==> src/rtl/tbu_pkg.sv <==
package tbu_pkg;
  typedef enum logic [1:0] {
    SEL_TB_LO   = 2'd0,
    SEL_TB_HI   = 2'd1,
    SEL_DEC     = 2'd2,
    SEL_IRQ_CLR = 2'd3
  } tbu_sel_e;
endpackage

==> src/rtl/tbu_tick_gen.sv <==
module tbu_tick_gen #(
  parameter int PRE_DIV     = 16,
  parameter int SYNC_STAGES = 2
) (
  input  logic clk_i,
  input  logic rst_ni,
  input  logic mode_i,
  input  logic pin_i,
  output logic pin_sync_o,
  output logic tick_o
);
  localparam int CNT_W = (PRE_DIV > 1) ? $clog2(PRE_DIV) : 1;

  logic [SYNC_STAGES-1:0] sync_q;
  logic                   last_q;
  logic                   mode_q;
  logic [CNT_W-1:0]       pre_q;
  logic                   pin_s, rise, pre_last, mode_chg;

  assign pin_s    = sync_q[SYNC_STAGES-1];
  assign rise     = pin_s & ~last_q;
  assign pre_last = (pre_q == CNT_W'(PRE_DIV - 1));
  assign mode_chg = (mode_i != mode_q);

  always_ff @(posedge clk_i or negedge rst_ni) begin
    if (!rst_ni) begin
      sync_q <= '0;
      last_q <= 1'b0;
    end else begin
      sync_q <= {sync_q[SYNC_STAGES-2:0], pin_i};
      last_q <= pin_s;
    end
  end

  always_ff @(posedge clk_i or negedge rst_ni) begin
    if (!rst_ni) begin
      mode_q <= 1'b0;
      pre_q  <= '0;
    end else begin
      mode_q <= mode_i;
      if (mode_chg)              pre_q <= '0;
      else if (!mode_q && pin_s) pre_q <= pre_last ? '0 : pre_q + CNT_W'(1);
    end
  end

  // no tick in the cycle the source switches
  assign tick_o     = ~mode_chg & (mode_q ? rise : (pin_s & pre_last));
  assign pin_sync_o = pin_s;
endmodule

==> src/rtl/tbu_timebase.sv <==
module tbu_timebase #(
  parameter int TB_W   = 64,
  parameter int DATA_W = 32
) (
  input  logic                   clk_i,
  input  logic                   rst_ni,
  input  logic                   tick_i,
  input  logic [TB_W/DATA_W-1:0] wr_i,
  input  logic [DATA_W-1:0]      data_i,
  output logic [TB_W-1:0]        tb_o
);
  localparam int NHALF = TB_W / DATA_W;

  logic [TB_W-1:0] tb_q, tb_inc;
  wire  [TB_W-1:0] tb_d;
  logic            any_wr;

  assign tb_inc = tb_q + TB_W'(1);
  assign any_wr = |wr_i;

  // any half write drops the tick for the whole register
  for (genvar h = 0; h < NHALF; h++) begin : g_half
    assign tb_d[h*DATA_W +: DATA_W] =
      wr_i[h] ? data_i :
      any_wr  ? tb_q[h*DATA_W +: DATA_W] :
      tick_i  ? tb_inc[h*DATA_W +: DATA_W] :
                tb_q[h*DATA_W +: DATA_W];
  end

  always_ff @(posedge clk_i or negedge rst_ni) begin
    if (!rst_ni) tb_q <= '0;
    else         tb_q <= tb_d;
  end

  assign tb_o = tb_q;
endmodule

==> src/rtl/tbu_decrementer.sv <==
module tbu_decrementer #(
  parameter int DEC_W = 32
) (
  input  logic             clk_i,
  input  logic             rst_ni,
  input  logic             tick_i,
  input  logic             load_i,
  input  logic [DEC_W-1:0] data_i,
  input  logic             clr_i,
  output logic [DEC_W-1:0] dec_o,
  output logic             irq_o
);
  logic [DEC_W-1:0] dec_q;
  logic             irq_q, wrap;

  assign wrap = tick_i & ~load_i & (dec_q == '0);

  always_ff @(posedge clk_i or negedge rst_ni) begin
    if (!rst_ni) begin
      dec_q <= '1;
      irq_q <= 1'b0;
    end else begin
      if (load_i)      dec_q <= data_i;
      else if (tick_i) dec_q <= dec_q - DEC_W'(1);
      if (wrap)        irq_q <= 1'b1;
      else if (clr_i)  irq_q <= 1'b0;
    end
  end

  assign dec_o = dec_q;
  assign irq_o = irq_q;
endmodule

==> src/rtl/timebase_unit.sv <==
module timebase_unit
  import tbu_pkg::*;
#(
  parameter int TB_W    = 64,
  parameter int DEC_W   = 32,
  parameter int DATA_W  = 32,
  parameter int PRE_DIV = 16
) (
  input  logic              clk_i,
  input  logic              rst_ni,
  input  logic              mode_i,
  input  logic              ext_tick_i,
  input  logic              wr_en_i,
  input  logic [1:0]        wr_sel_i,
  input  logic [DATA_W-1:0] wr_data_i,
  input  logic              rd_en_i,
  output logic [TB_W-1:0]   rd_tb_o,
  output logic [DEC_W-1:0]  rd_dec_o,
  output logic              irq_o
);
  localparam int NHALF = TB_W / DATA_W;

  logic             tick, pin_sync;
  logic [NHALF-1:0] tb_wr;
  logic             dec_wr, irq_clr;
  logic [TB_W-1:0]  tb;
  logic [DEC_W-1:0] dec;

  for (genvar h = 0; h < NHALF; h++) begin : g_tb_wr
    assign tb_wr[h] = wr_en_i && (wr_sel_i == 2'(int'(SEL_TB_LO) + h));
  end
  assign dec_wr  = wr_en_i && (wr_sel_i == SEL_DEC);
  assign irq_clr = wr_en_i && (wr_sel_i == SEL_IRQ_CLR);

  tbu_tick_gen #(.PRE_DIV(PRE_DIV), .SYNC_STAGES(2)) u_tick (
    .clk_i, .rst_ni, .mode_i, .pin_i(ext_tick_i),
    .pin_sync_o(pin_sync), .tick_o(tick)
  );

  tbu_timebase #(.TB_W(TB_W), .DATA_W(DATA_W)) u_tb (
    .clk_i, .rst_ni, .tick_i(tick), .wr_i(tb_wr), .data_i(wr_data_i), .tb_o(tb)
  );

  tbu_decrementer #(.DEC_W(DEC_W)) u_dec (
    .clk_i, .rst_ni, .tick_i(tick), .load_i(dec_wr),
    .data_i(wr_data_i[DEC_W-1:0]), .clr_i(irq_clr), .dec_o(dec), .irq_o
  );

  always_ff @(posedge clk_i or negedge rst_ni) begin
    if (!rst_ni) begin
      rd_tb_o  <= '0;
      rd_dec_o <= '0;
    end else if (rd_en_i) begin
      rd_tb_o  <= tb;
      rd_dec_o <= dec;
    end
  end
endmodule

==> config.mk <==
export PLATFORM = sky130hd
export DESIGN_NAME = timebase_unit
export DESIGN_NICKNAME = d
export VERILOG_FILES = /design/src/rtl/tbu_pkg.sv /design/src/rtl/tbu_tick_gen.sv /design/src/rtl/tbu_timebase.sv /design/src/rtl/tbu_decrementer.sv /design/src/rtl/timebase_unit.sv
export SDC_FILE = /design/constraint.sdc
export NUM_CORES = 1
export LEC_CHECK = 0
export ABC_AREA = 1
export BUFFER_PORTS_ARGS = -buffer_cell sky130_fd_sc_hd__buf_2
export CAP_MARGIN = 0
export CORE_MARGIN = 3
export CORE_UTILIZATION = 53
export DETAILED_ROUTE_END_ITERATION = 10
export PLACE_DENSITY = 0.77
export SYNTH_ARGS = -nofsm -noshare
export SYNTH_HDL_FRONTEND = slang
export SYNTH_HIERARCHICAL = 1
export SYNTH_SLANG_ARGS = --single-unit
==> constraint.sdc <==
create_clock -name clk_i -period 2.02 [get_ports clk_i]
set_input_delay 0.202 -clock clk_i [delete_from_list [all_inputs] [get_ports clk_i]]
set_output_delay 0.202 -clock clk_i [all_outputs]
set_load 0.02 [all_outputs]
# ---- Word-level counts from Yosys, hierarchy flattened
# Index checks and enable logic that the tools add are counted.
# Widths: inputs -> output; s select.
dict set report totals {
  ff_bits 201
  latchBits 0
  ramBits 0
  romBits 0
  input_bits 40
  output_inout_bits 97
  word_cells 58
  mem_count 0
}
dict set report op_classes {
  addsub 3
  multipliers 0
  n_div 0
  order_cmp 0
  n_eq_ne 7
  n_shift 0
  n_mux 14
  bitwise_logic 8
  reduce_logical 16
}
# operator count
set op_table {}
lappend op_table {{$mux 32} 8}
lappend op_table {{$add 64x1->64 const B} 1}
lappend op_table {{$logic_not 32->1} 1}
lappend op_table {{$sub 32x1->32 const B} 1}
lappend op_table {{$mux 4} 3}
lappend op_table {{$reduce_bool 2->1} 5}
lappend op_table {{$and 1x1->1} 5}
lappend op_table {{$logic_and 1x1->1} 5}
lappend op_table {{$add 4x1->4 const B} 1}
lappend op_table {{$eq 2x2->1 const B} 2}
lappend op_table {{$eq 4x4->1 const B} 1}
lappend op_table {{$ne 2x1->1 const B} 2}
lappend op_table {{$reduce_and 2->1} 2}
lappend op_table {{$mux 1} 3}
lappend op_table {{$not 1->1} 3}
lappend op_table {{$eq 2x1->1 const B} 1}
lappend op_table {{$logic_not 2->1} 1}
lappend op_table {{$reduce_or 2->1} 1}
lappend op_table {{$logic_not 1->1} 1}
lappend op_table {{$ne 1x1->1} 1}

# ---- Depth between registers and ports, before layout
# Gate-level depths: netlist of run 1.
dict set report depth {
  depth_word 7
  depth_mapped 11
  depth_no_buf 11
}

# ---- By module
# Netlist of run 1, hierarchy kept.
# mod instances cells_per_inst area_per_inst_um2 seq_area_each_um2
set by_module_without_submodules {}
lappend by_module_without_submodules {tbu_timebase 1 776 4895.9 1601.5}
lappend by_module_without_submodules {timebase_unit 1 414 3661.0 2402.3}
lappend by_module_without_submodules {tbu_decrementer 1 332 2373.5 865.8}
lappend by_module_without_submodules {tbu_tick_gen 1 43 377.9 200.2}

# ---- Worst setup path before layout of run 1
# OpenSTA, ideal clock, no wires.
dict set report synth_path {
  path_kind {flip-flop to flip-flop}
  startpoint {register u_tick.pre_q[0]}
  endpoint {register u_tb.tb_q[35], in the netlist u_tb/tb_o[35]}
  t_arrival_ps 1796
  t_required_ps 1888
  setup_slack_ps 92
  stages_incl_launch_ff 11
  cell_sequence {dfrtp_1 > ha_1 > nand2_1 > o21ai_0 > inv_1 > nor2_1 > nand2_1 > nand2_1 > clkbuf_1 > o22ai_1 > o21bai_1}
}
dict set report synth_between {
  elab_chain_cells 6
}
# element line
set synth_lines {}
lappend synth_lines {{start, declared} tbu_tick_gen.sv:17} ;# logic [CNT_W-1:0] pre_q;
lappend synth_lines {{start signal, assigned} tbu_tick_gen.sv:42} ;# else if (!mode_q && pin_s) pre_q <= pre_last ? '0 : pre_q + CNT_W'(1);
lappend synth_lines {{$eq 4x4->1} tbu_tick_gen.sv:22} ;# assign pre_last = (pre_q == CNT_W'(PRE_DIV - 1));
lappend synth_lines {{$and 1x1->1} tbu_tick_gen.sv:47} ;# assign tick_o = ~mode_chg & (mode_q ? rise : (pin_s & pre_last));
lappend synth_lines {{$mux 1} tbu_tick_gen.sv:47}
lappend synth_lines {{$and 1x1->1} tbu_tick_gen.sv:47}
lappend synth_lines {{via tick} timebase_unit.sv:23} ;# logic tick, pin_sync;
lappend synth_lines {{$reduce_bool 2->1 (no source line)} n/a}
lappend synth_lines {{$reduce_and 2->1 (no source line)} n/a}
lappend synth_lines {{end signal, assigned} tbu_timebase.sv:32} ;# else tb_q <= tb_d;
lappend synth_lines {{end, declared} tbu_timebase.sv:14} ;# logic [TB_W-1:0] tb_q, tb_inc;
# The timed path passes the listed nets, and every way through them passes these cells.
# A chain may end at the register's enable or synchronous reset.

# ---- Final worst setup path of run 1
dict set report layout_path {
  startpoint {register u_tick.pre_q[1]}
  endpoint {register u_tb.tb_q[6], in the netlist u_tb/tb_o[6]}
}
# The elaborated chain is that of the path after synthesis.

==> results of run 1 <==
report_power, final:
group	switching (mW)	leakage, nW	internal (mW)
Clock	1.72	0.388	2.60
Combinational	2.37	4.01	1.37
Sequential	1.00	2.47	5.00
metrics by stage:
| stage | utilization [%] | std cells | cell area [um^2] | TNS [ps] | total power [mW] |
|---|---|---|---|---|---|
| after floorplan | - | 1565 | 11310 | 0 | 8.272 |
| after global placement | 60.62 | 1965 | 12500 | 0 | 9.541 |
| after detailed placement | 60.62 | 1965 | 12500 | -51.70 | 9.656 |
| after CTS | 65.85 | 2035 | 13580 | 0 | 14.05 |
| after global routing | 66.26 | 2041 | 13670 | -15.53 | 14.80 |
| final | 66.26 | 2041 | 13670 | 0 | 14.06 |
routing by layer:
metal	part of all wire, %	GRT usage, %
met5	0	0
met4	4.0	10.62
met3	8.9	3.726
met2	46	48.16
met1	42	44.11
final cells by class:
type	count	share of cell area [%]
clock buffers	32	4.971
clock inverters	9	0.7416
inverters	154	4.248
multi-input cells	1163	39.71
flip-flops and latches	201	37.10
well taps	270	2.472
repair buffers	212	10.76
synth_stat cells (14+ instances only):
master / instances / area (um^2)
inv_1: 147 / 551.8
buf_2: 24 / 120.1
o21ai_1: 20 / 100.1
o21bai_1: 24 / 180.2
o21ai_0: 32 / 160.2
a22oi_1: 22 / 165.2
o22ai_1: 33 / 206.5
nor2_2: 15 / 93.84
xnor2_1: 14 / 122.6
dfstp_2: 32 / 840.8
nand2_1: 658 / 2470
nor2_1: 169 / 634.4
nand3_1: 79 / 395.4
xor2_1: 28 / 245.2
dfrtp_1: 169 / 4229
flip-flops by register name, indices dropped and copies added, names as in the netlist:
name,flops
u_dec/dec_o,32
u_tb/tb_o,64
u_tick/sync_q,2
rd_tb_o,64
u_tick/mode_q,1
u_dec/irq_o,1
u_tick/pre_q,4
u_tick/last_q,1
rd_dec_o,32
layout by cell type (no fill, tap or decap), types with 16 or more instances in the layout:
cell | netlist | final
o21bai_1 | 24 | 24
clkbuf_16 | 0 | 24
xor2_1 | 28 | 28
dlygate4sd3_1 | 0 | 29
o22ai_1 | 33 | 33
nand3_1 | 79 | 79
buf_4 | 4 | 35
buf_2 | 24 | 135
o21ai_0 | 32 | 29
nor2_2 | 15 | 16
dfrtp_1 | 169 | 169
nor2_1 | 169 | 167
inv_1 | 147 | 146
dfstp_2 | 32 | 32
nand2_1 | 658 | 656
a22oi_1 | 22 | 22
o21ai_1 | 20 | 22
critical path: stages (launching register included):
cell	delay [ps]
dfrtp_1	380
ha_2	200
nand2_2	90
o21ai_2	60
inv_1	50
nor2_1	40
buf_4	150
buf_6	120
a21oi_4	270
buf_12	150
nand2_1	50
o211ai_1	100
o21ai_1	100
o21ai_0	90
how the worst min path moves through the flow:
stage / endpoint / slack, ps / from
2_1_floorplan: rd_dec_o[0]$_DFFE_PN0P_ / -90 / rst_ni
3_3_place_gp: rd_tb_o[29]$_DFFE_PN0P_ / 180 / rst_ni
3_5_place_dp: rd_tb_o[23]$_DFFE_PN0P_ / 190 / rst_ni
4_1_cts: u_dec/dec_o[8]$_DFFE_PN1P_ / 0.05 / wr_data_i[8]
5_1_grt: u_dec/dec_o[25]$_DFFE_PN1P_ / 8 / wr_data_i[25]
6_report: u_dec/dec_o[8]$_DFFE_PN1P_ / 30 / wr_data_i[8]
kinds of logic after synthesis:
| group | Yosys count | synth area share (%) |
|---|---|---|
| AO/OA/AOI/OAI | 150 | 8.564 |
| XOR/XNOR | 43 | 3.397 |
| adder cells (fa/ha/maj) | 3 | 0.3320 |
| buffers and inverters | 201 | 7.424 |
| flip-flops | 201 | 44.83 |
| AND/OR/NAND/NOR | 967 | 35.45 |
repair_timing:
| action | in CTS | in global routing |
|---|---|---|
| pin swaps | 1 | 5 |
| setup endpoints to repair | 1 | 60 |
| gates resized for setup | 1 | 11 |
| endpoints found under the hold margin | 70 | 0 |
| cloned | 0 | 1 |
| setup buffers | 0 | 5 |
| hold buffers | 29 | 0 |
==> results.sh, run 1 <==
export IMPL_nets=1798
export IMPL_drt_total_wl_um=36490
export IMPL_endpoint="u_tb/tb_o[6]$_DFFE_PN0P_"
export IMPL_first_iter_violations=1316
export IMPL_grt_pass1_wl_um=57440
export IMPL_multi_input_comb_area_um2=5428
export IMPL_coreArea_um2=20620
export IMPL_cts_tree="built"
export IMPL_skew_ps=11.27
export IMPL_cp_required_ps=2440
export IMPL_hold_depth=3
export IMPL_ys_types=35
export IMPL_r2r_setup_slack_ps=90
export IMPL_syn_area_um2=11310
export IMPL_dr_total_vias=11350
export IMPL_synth_seq_cells=201
export IMPL_slew_headroom_pct=71.81
export IMPL_clock_latency_ps=510
export IMPL_dr_pass1_iters=6
export IMPL_cts_buffers=23
export IMPL_postRouteAntennaNets=0
export IMPL_synthFlopType="dfrtp_1"
export IMPL_syn_area_per_cell_um2=7.226
export IMPL_crit_path_max_fanout=5
export IMPL_drv_cap=0
export IMPL_synth_nets=1608
export IMPL_antenna_diode_count=0
export IMPL_crit_start="u_tick/pre_q[1]$_DFFE_PN0P_"
export IMPL_endpoint_kind="flip-flop"
export IMPL_ys_seq_area_share_pct=44.83
export IMPL_hp_class="in -> reg"
export IMPL_dp_slack_ps=-51.70
export IMPL_dp_hpwl_um=26840
export IMPL_syn_inst=1565
export IMPL_worstReg2RegEnd="u_tb/tb_o[6]$_DFFE_PN0P_"
export IMPL_via_per_inst=5.560
export IMPL_fp_row_count=52
export IMPL_die_h_um=152.1
export IMPL_fin_crit_ps=1930
export IMPL_finalCritPeriodShare_pct=95.56
export IMPL_initial_utilization_pct=54.83
export IMPL_cp_arrival_ps=2350
export IMPL_clock_sinks=201
export IMPL_path_clk_slew_ps=60
export IMPL_reg2regPathDepth=13
export IMPL_cts_root_buffer="clkbuf_16"
export IMPL_wire_per_inst_um=17.88
export IMPL_grt_pass1_vias=10510
export IMPL_fin_ws_ps=89.68
export IMPL_dieWidth_um=152.1
export IMPL_ioPinCount=137
export IMPL_maxSlewViolCount=0
export IMPL_ir_drop_mv=0.8475
export IMPL_h_tree_depth=1
export IMPL_fin_hold_ws_ps=25.21
export IMPL_p_leak_nw=6.868
export IMPL_path_class="reg -> reg"
export IMPL_clock_fmax_mhz=518.1
export IMPL_areaGrowthSynthToFinish_pct=20.86
export IMPL_layout_drive_gt1_share_pct=17.90
export IMPL_setup_violations=0
export IMPL_synth_edf_count=0
export IMPL_cts_buffer_depth=3
export IMPL_filler_cell_count=1785
export IMPL_dieArea_um2=23130
export IMPL_r2r_start="u_tick/pre_q[1]$_DFFE_PN0P_"
export IMPL_start_kind="flip-flop"
export IMPL_gp_congestion=0.9793
export IMPL_outcome="completed"
export IMPL_antenna_found_initial=0
export IMPL_p_per_area_nw_per_um2=1029
export IMPL_worst_pin_slew_ps=422.9
export IMPL_gr_total_overflow=0
export IMPL_yosys_warnings=6
export IMPL_io_buffer_count=136
export IMPL_track_usage_pct=30.59
export IMPL_regArea_um2=5070
export IMPL_route_detailed_drc=0
export IMPL_async_reset_ff_share_pct=100.0
export IMPL_hold_violations=0
export IMPL_grt_max_degree=97
Note: power is estimated with default switching activity, not from simulation.
==> run 2: changes to the inputs <==
==> constraint.sdc (replaced) <==
create_clock -name clk_i -period 2.02 [get_ports clk_i]
set_input_delay 0.404 -clock clk_i [delete_from_list [all_inputs] [get_ports clk_i]]
set_output_delay 0.404 -clock clk_i [all_outputs]
set_load 0.02 [all_outputs]
==> results.sh, run 2 (synthesized netlist as in run 1, its figures left out) <==
export IMPL_antenna_diode_count=0
export IMPL_gp_congestion=0.9675
export IMPL_cts_buffer_depth=3
export IMPL_switching_share_pct=36.24
export IMPL_finalCritPeriodShare_pct=95.51
export IMPL_io_buffer_count=136
export IMPL_die_h_um=152.1
export IMPL_nets=1773
export IMPL_drt_total_wl_um=36680
export IMPL_p_sw_mw=5.128
export IMPL_setup_violations=0
export IMPL_first_iter_violations=1137
export IMPL_cts_tree="built"
export IMPL_slowest_delay_ps=380
export IMPL_skew_ps=18.98
export IMPL_grt_max_degree=97
export IMPL_dr_total_vias=11100
export IMPL_ioPinCount=137
export IMPL_p_leak_nw=6.750
export IMPL_power_total_mw=14.15
export IMPL_final_cell_mix="nand2_1 (657), dfrtp_1 (169), nor2_1 (165)"
export IMPL_crit_path_max_fanout=17
export IMPL_dr_pass1_iters=5
export IMPL_outcome="completed"
export IMPL_fin_hold_ws_ps=70.80
export IMPL_cp_arrival_ps=2370
export IMPL_slew_headroom_pct=68.24
export IMPL_path_class="reg -> reg"
export IMPL_cts_buffers=23
export IMPL_via_per_inst=5.503
export IMPL_hold_violations=0
export IMPL_route_detailed_drc=0
export IMPL_crit_slowest_cell="dfrtp_1"
export IMPL_dieArea_um2=23130
export IMPL_grt_pass1_wl_um=57860
export IMPL_coreArea_um2=20620
export IMPL_gr_total_overflow=0
export IMPL_wire_per_inst_um=18.19
export IMPL_final_common_cell="nand2_1"
export IMPL_endpoint_kind="flip-flop"
export IMPL_antenna_found_initial=2
export IMPL_start_kind="flip-flop"
export IMPL_ir_drop_mv=0.6909
export IMPL_cts_root_buffer="clkbuf_16"
export IMPL_maxSlewViolCount=0
export IMPL_areaGrowthSynthToFinish_pct=18.65
export IMPL_layout_drive_gt1_share_pct=18.26
export IMPL_initial_utilization_pct=54.83
export IMPL_p_comb_share_pct=26.4
export IMPL_power_frac_seq_pct=42.4
export IMPL_p_int_mw=9.020
export IMPL_track_usage_pct=30.90
export IMPL_crit_chain="ha_2 > nand2_1 > o21ai_2 > inv_1 > nor2_2 > buf_4 > buf_4 > a21oi_4 > buf_12 > nand2_1 > o211ai_1 > o21ai_0 > o21ai_0"
export IMPL_clock_fmax_mhz=518.3
export IMPL_grt_pass1_vias=10640
export IMPL_drv_cap=0
export IMPL_clkPwrFrac_pct=31.2
export IMPL_fin_crit_ps=1929
export IMPL_clock_sinks=201
export IMPL_clock_latency_ps=530
export IMPL_fp_row_count=52
export IMPL_dp_hpwl_um=27540
export IMPL_p_per_area_nw_per_um2=1054
export IMPL_h_tree_depth=1
export IMPL_postRouteAntennaNets=0
export IMPL_cp_required_ps=2460
export IMPL_path_clk_slew_ps=60
export IMPL_dieWidth_um=152.1
export IMPL_worst_pin_slew_ps=476.4
export IMPL_hp_class="in -> reg"
## run 2: changes by cell type in the layout (fill, tap and decap cells not counted), moves of 2 or more
cell,change
dlygate4sd3_1,-27
o21ai_1,-2
buf_4,+3
clkbuf_1,+2
o21ai_0,+2
clkbuf_8,-2
clkinv_2,-2
nor2_1,-2
## run 2: path summary, 6_finish.rpt
check,start,to,slack (ps),depth (start not counted)
worst max-delay path,u_tick/pre_q[0]$_DFFE_PN0P_,u_tb/tb_o[6]$_DFFE_PN0P_,90,13
worst max register to register,u_tick/pre_q[0]$_DFFE_PN0P_,u_tb/tb_o[6]$_DFFE_PN0P_,90,13
worst min-delay path,mode_i,u_tick/mode_q$_DFF_PN0_,70,1
min in group asynchronous,rst_ni,rd_tb_o[22]$_DFFE_PN0P_,340,2
max in group asynchronous,rst_ni,u_dec/dec_o[25]$_DFFE_PN1P_,970,3
worst min register to register,u_tick/sync_q[0]$_DFF_PN0_,u_tick/sync_q[1]$_DFF_PN0_,380,0
## run 2: final cells by class
cell class	instances	area [um^2]
Multi-Input combinational cell	1163	5435
Clock buffer	32	659.4
Timing Repair Buffer	187	1197
Sequential cell	201	5070
Fill cell	1840	7207
Tap cell	270	337.8
Inverter	154	580.6
Clock inverter	10	137.6
## run 2: power by group through the flow
| stage | logic, mW | clock network [mW] | registers (mW) |
|---|---|---|---|
| 3_5_place_dp | 3.68 | 0 | 6.03 |
| 5_1_grt | 4.13 | 4.65 | 6.13 |
| 2_1_floorplan | 2.01 | 0 | 6.26 |
| 6_report | 3.73 | 4.41 | 6.00 |
| 4_1_cts | 3.71 | 4.49 | 5.98 |
| 3_3_place_gp | 3.58 | 0 | 6.02 |
## run 2: critical path: cells and delay by family, from the launching register on
kind	cells	cell delay (ps)
flip-flops	1	380
AND/OR/NAND/NOR	3	210
adder cells (fa/ha/maj)	1	200
buffers and inverters	4	520
AO/OA/AOI/OAI	5	550
## run 2: through the flow
step	setup TNS (ps)	cells	util, %	cell area (um^2)	setup WS (ps)
5_1_grt	-4.115	2017	65.06	13420	-4.115
3_5_place_dp	-1848	1972	60.87	12550	-87.64
6_report	0	2017	65.06	13420	90.72
2_1_floorplan	0	1565	-	11310	92.26
4_1_cts	0	2016	64.91	13390	7.198
3_3_place_gp	0	1972	60.87	12550	0.8999
## run 2: routing by layer
layer,wire length (um),vias to the layer above,track usage (%)
met1,15650,5262,44.43
met3,3268,100,4.750
met4,1508,2,11.69
met5,13,-,0
met2,16240,503,47.54
li1,-,5233,-
## run 2: what timing repair did
item	4_1_cts	5_1_grt
buffers inserted	0	1
gates resized for setup	3	9
hold endpoints to repair	26	0
hold buffers	2	0
pin swaps	0	4
endpoints found under the setup margin	54	66
